## src/rtl/segram_pkg.sv

```systemverilog
package segram_pkg;

    // Opcode carried in bits 7..2 of a bank-select command byte
    localparam logic [5:0] BANKSEL_OPC = 6'b000010;

    typedef struct packed {
        logic wbank;
        logic dbank;
    } bank_sel_t;

endpackage

```

## src/rtl/segram_cmd_decode.sv

```systemverilog
module segram_cmd_decode
    import segram_pkg::*;
(
    input  logic       host_valid,
    input  logic       host_rs,
    input  logic [7:0] host_byte,
    output logic       is_banksel,
    output logic       is_data,
    output bank_sel_t  new_sel
);
    always_comb begin
        is_data       = host_valid && host_rs;
        is_banksel    = host_valid && !host_rs && (host_byte[7:2] == BANKSEL_OPC);
        new_sel.wbank = host_byte[1];
        new_sel.dbank = host_byte[0];
    end
endmodule

```

## src/rtl/segram_ptr_gen.sv

```systemverilog
module segram_ptr_gen #(
    parameter int BANK_DEPTH = 16,
    localparam int AW  = $clog2(BANK_DEPTH),
    localparam int FAW = AW + 1
) (
    input  logic           mode_1to8,
    input  logic           step,
    input  logic           load,
    input  logic [FAW-1:0] load_val,
    input  logic [FAW-1:0] ptr_q,
    output logic [FAW-1:0] ptr_d
);
    localparam logic [FAW-1:0] LAST_BANKED = FAW'(BANK_DEPTH - 1);
    localparam logic [FAW-1:0] LAST_FLAT   = FAW'(2 * BANK_DEPTH - 1);

    logic [FAW-1:0] low_q;

    always_comb begin
        low_q = {1'b0, ptr_q[AW-1:0]};
        ptr_d = ptr_q;
        if (load) begin
            ptr_d = mode_1to8 ? load_val : {1'b0, load_val[AW-1:0]};
        end else if (step) begin
            if (mode_1to8) begin
                ptr_d = (ptr_q == LAST_FLAT) ? '0 : ptr_q + 1'b1;
            end else begin
                ptr_d = (low_q == LAST_BANKED) ? '0 : low_q + 1'b1;
            end
        end
    end
endmodule

```

## src/rtl/segram_addr_map.sv

```systemverilog
module segram_addr_map #(
    parameter int BANK_DEPTH = 16,
    localparam int AW  = $clog2(BANK_DEPTH),
    localparam int FAW = AW + 1
) (
    input  logic           mode_1to8,
    input  logic           bank,
    input  logic [FAW-1:0] addr,
    output logic [FAW-1:0] phys
);
    always_comb begin
        phys = mode_1to8 ? addr : {bank, addr[AW-1:0]};
    end
endmodule

```

## src/rtl/segram_mem.sv

```systemverilog
module segram_mem #(
    parameter int BANK_DEPTH = 16,
    localparam int AW    = $clog2(BANK_DEPTH),
    localparam int FAW   = AW + 1,
    localparam int TOTAL = 2 * BANK_DEPTH
) (
    input  logic           clk,
    input  logic           we,
    input  logic [FAW-1:0] waddr,
    input  logic [7:0]     wdata,
    input  logic [FAW-1:0] raddr,
    output logic [7:0]     rdata
);
    // No reset on purpose: the contents are undefined until the host writes them
    logic [7:0] arr [TOTAL];
    logic [7:0] rdata_q;

    always_ff @(posedge clk) begin
        if (we) begin
            arr[waddr] <= wdata;
        end
        rdata_q <= arr[raddr];
    end

    assign rdata = rdata_q;
endmodule

```

## src/rtl/segram_bank_ctrl.sv

```systemverilog
module segram_bank_ctrl
    import segram_pkg::*;
#(
    parameter int BANK_DEPTH = 16,
    localparam int AW  = $clog2(BANK_DEPTH),
    localparam int FAW = AW + 1
) (
    input  logic           clk,
    input  logic           rst_n,
    input  logic           mode_1to8,
    input  logic           host_valid,
    input  logic           host_rs,
    input  logic [7:0]     host_byte,
    input  logic           ptr_load,
    input  logic [FAW-1:0] ptr_value,
    input  logic [FAW-1:0] rd_addr,
    output logic [7:0]     rd_data,
    output logic           write_bank,
    output logic           disp_bank
);
    typedef struct packed {
        bank_sel_t      sel;
        logic [FAW-1:0] ptr;
    } ctrl_state_t;

    ctrl_state_t st_d, st_q;

    logic           is_banksel;
    logic           wr_en;
    bank_sel_t      cmd_sel;
    logic [FAW-1:0] ptr_next;
    logic [FAW-1:0] cur_ptr;
    logic [FAW-1:0] wr_phys;
    logic [FAW-1:0] rd_phys;

    segram_cmd_decode u_dec (
        .host_valid (host_valid),
        .host_rs    (host_rs),
        .host_byte  (host_byte),
        .is_banksel (is_banksel),
        .is_data    (wr_en),
        .new_sel    (cmd_sel)
    );

    segram_ptr_gen #(.BANK_DEPTH(BANK_DEPTH)) u_ptr (
        .mode_1to8 (mode_1to8),
        .step      (wr_en),
        .load      (ptr_load),
        .load_val  (ptr_value),
        .ptr_q     (st_q.ptr),
        .ptr_d     (ptr_next)
    );

    // The write side uses the registered selects, so a new bank applies from the next byte
    segram_addr_map #(.BANK_DEPTH(BANK_DEPTH)) u_wmap (
        .mode_1to8 (mode_1to8),
        .bank      (st_q.sel.wbank),
        .addr      (st_q.ptr),
        .phys      (wr_phys)
    );

    segram_addr_map #(.BANK_DEPTH(BANK_DEPTH)) u_rmap (
        .mode_1to8 (mode_1to8),
        .bank      (st_q.sel.dbank),
        .addr      (rd_addr),
        .phys      (rd_phys)
    );

    segram_mem #(.BANK_DEPTH(BANK_DEPTH)) u_mem (
        .clk   (clk),
        .we    (wr_en),
        .waddr (wr_phys),
        .wdata (host_byte),
        .raddr (rd_phys),
        .rdata (rd_data)
    );

    always_comb begin
        st_d     = st_q;
        st_d.ptr = ptr_next;
        if (is_banksel) begin
            st_d.sel = cmd_sel;
        end
    end

    always_ff @(posedge clk or negedge rst_n) begin
        if (!rst_n) begin
            st_q <= '0;
        end else begin
            st_q <= st_d;
        end
    end

    assign cur_ptr    = st_q.ptr;
    assign write_bank = st_q.sel.wbank;
    assign disp_bank  = st_q.sel.dbank;
endmodule

```

## config.mk

```make
export PLATFORM = sky130hd
export DESIGN_NAME = segram_bank_ctrl
export DESIGN_NICKNAME = d
export VERILOG_FILES = /design/src/rtl/segram_pkg.sv /design/src/rtl/segram_cmd_decode.sv /design/src/rtl/segram_ptr_gen.sv /design/src/rtl/segram_addr_map.sv /design/src/rtl/segram_mem.sv /design/src/rtl/segram_bank_ctrl.sv
export SDC_FILE = /design/constraint.sdc
export NUM_CORES = 1
export LEC_CHECK = 0
export BUFFER_PORTS_ARGS = -buffer_cell sky130_fd_sc_hd__buf_2
export CAP_MARGIN = 20
export CORE_MARGIN = 8
export CORE_UTILIZATION = 44
export DETAILED_ROUTE_END_ITERATION = 10
export SYNTH_ARGS = -nofsm -noshare
export SYNTH_HDL_FRONTEND = slang
export SYNTH_HIERARCHICAL = 1
export SYNTH_SLANG_ARGS = --single-unit
```

## constraint.sdc

```tcl
create_clock -name clk -period 4.9 [get_ports clk]
set_clock_uncertainty 0.05 [all_clocks]
set_input_delay 0.98 -clock clk [delete_from_list [all_inputs] [get_ports clk]]
set_output_delay 0.98 -clock clk [all_outputs]
set_load 0.005 [all_outputs]
```

==> impl_results.md <==
- Status: complete, no violations
- MaxCap Viol Count: 0
- Area of the core: 23,540 µm²
- First-pass DRT Iterations: 5
- Syn nets: 491
- Max-slew violations: 0
- Via/cell ratio: 5.622
- Cell chain of the critical path: buf_2, and2_1, nand3b_1, nor2_1
- Setup TNS: 0 ns
- Share of cells above drive strength 1: 31.47%
- CTS max path bufs: 3
- TritonCTS clock tree: yes
- RSZ-0062 raised after global routing: false
- Largest net degree at the start of global routing: 65
- Post-Place Cells: 787
- Post-cts gate resize count: 0
- Final Hold Viols: 0
- GR Overflow Total: 0
- Post-Syn Area: 10,550 µm²
- Post-synth cell types: 30
- PD cells: 399.3 nW/µm²
- Seq cells post-synth: 271
- Tcrit/Tclk final: 57.10%
- ANT cells: 0
- Total wire length: 21,730 µm
- Crit start category: input pin
- CP endpoint kind: register
- Total CTS buffers: 27
- Initial antenna violation count: 0
- Most common cell after layout, fill and taps aside: edfxtp_1
- Vias: 4,706
- Post-route minimum period: 2.798 ns
- Clk_lat worst skew: 0.52 ns
- CP max stage delay: 0.95 ns
- Sink Count: 271
- I/O Buffers: 33
- Vias in the first global route: 4,835
- Drt initial violations: 421
- Final setup viols: 0
- Seq/Total Area, Yosys: 76.03%
- Reg2Reg Depth: 3
- Slowest-stage cell, CP: nor2_1
- Slew of the pin with the lowest slew margin: 1.040 ns
- CP required: 4.99 ns
- Worst min path class: in2async
- Worst slew margin: 30.44%
- CP arrival: 2.89 ns
- Cell row count: 56
- Reg2Reg Setup Slack: 2.54 ns
- H-tree depth: 1
- Root buffer cell: clkbuf_16
- First-pass GRT wire length: 32,440 µm
- Crit Path Max Fanout: 12
- CTS hold repair buffers: 0
- Nets@finish: 523
- Post-route ant nets: 0
- Max Freq: 357.4 MHz
- Final Wtd Congestion: 0.7438
- Gate Count Post-Synth: 465
- DIE AREA: 29,190 µm²
- Final std cells w/o fill: 837
- Peak supply drop: 0.2258 mV
- Leakage: 3.658 nW
- Setup bufs post-CTS: 0
- Io pins: 34
- Starting Density: 44.82%
- Horiz. Die Dim: 170.9 µm
- Routed len/inst: 25.96 µm
- Remaining DRCs: 0
- CTS clock-pin slew for the worst setup and hold paths: 0.06 ns
- HPWL Detailed: 13,410 µm
- Avg Inst Size Synth: 22.69 µm²
- Die Height: 170.9 µm
- Worst setup path category: in2reg
- P&R area growth vs syn: 11.31%
- GRT Util Overall: 15.16%
- Yosys warnings: 6
- Most frequent cells in the layout: 256 x edfxtp_1, 80 x mux4_2, 34 x nor2_1, 32 x buf_2, 27 x clkbuf_16
logic make-up (layout without fill, tap and decap cells):
group                      Yosys count  count (layout)  synth area share (%)
buffers and inverters               32              85                 1.862
muxes                               93              93                 18.52
AOI/OAI and AO/OA                    7               7                0.4387
and+or+nand+nor                     57              57                 2.668
xor gates and xnor gates             3               3                0.2490
DFF                                271             271                 76.03
adders and majority gates            2               2                0.2371
metrics by stage:
stage	util, %	setup slack, ns	hold WS, ns	instance area [µm²]	total power [mW]
2_1_floorplan	-	1.987	0.4782	10550	2.789
3_3_place_gp	46.57	1.555	0.4599	10960	2.894
3_5_place_dp	46.57	1.552	0.4899	10960	2.902
4_1_cts	49.89	2.096	0.2159	11750	4.734
5_1_grt	49.89	2.063	0.2223	11750	4.839
6_report	49.89	2.102	0.2320	11750	4.690
power breakdown:
part	switching (mW)	internal [mW]
Sequential	0.0244	2.56
Clock	0.831	1.01
Combinational	0.147	0.113
synth_stat cells:
cell type,n,area share [%]
or3b_2,3,0.25
ha_1,2,0.24
and3_1,1,0.059
a32o_1,1,0.095
mux4_2,80,17
edfxtp_1,256,73
and2_1,1,0.059
or4_1,1,0.071
dfrtp_1,7,1.7
nand4_1,1,0.059
a22o_1,1,0.083
o21ai_0,3,0.14
nand3b_1,6,0.43
nand3_1,3,0.14
mux2_2,10,1.1
buf_2,1,0.047
mux2_4,2,0.28
nor2_1,34,1.2
a31oi_1,2,0.12
buf_6,2,0.21
clkbuf_1,7,0.25
buf_4,16,1.1
nand4bb_1,1,0.11
nand2_1,4,0.14
and2b_2,1,0.083
xnor2_1,3,0.25
or3_1,1,0.059
mux2i_1,1,0.095
dfxtp_1,8,1.5
buf_1,6,0.21
cell type report:
class,count,area (µm²)
Clock inverter,17,85.08
Clock buffer,33,698.2
Fill cell,1914,11800
Multi-Input combinational cell,162,2333
Sequential cell,271,8023
Tap cell,319,399.1
Timing Repair Buffer,35,207.7
final timing paths:
check	from	to
max	host_valid	u_mem/arr[25][3]
max reg2reg	write_bank	u_mem/arr[10][1]
min reg2reg	disp_bank	disp_bank
min in group clk	disp_bank	disp_bank
min	rst_n	write_bank
max in group asynchronous	rst_n	cur_ptr[3]
flip-flops by register name, indices dropped and copies added, names as in the netlist:
name,count
u_mem/arr,256
u_mem/rdata,8
write_bank,1
disp_bank,1
cur_ptr,5
worst max-delay path: cells and delay by family:
kind | cells | cell delay (ns)
AND/OR/NAND/NOR | 3 | 1.81
buffers and inverters | 1 | 0.08
layer usage:
layer	vias to the layer above	track usage, %	share of wire, %
met5	-	0	0
met4	0	2.911	1.3
met3	29	2.489	7.0
met2	165	23.87	48
met1	2503	22.24	44
li1	2009	-	-
(Power assumes the default switching activity.)
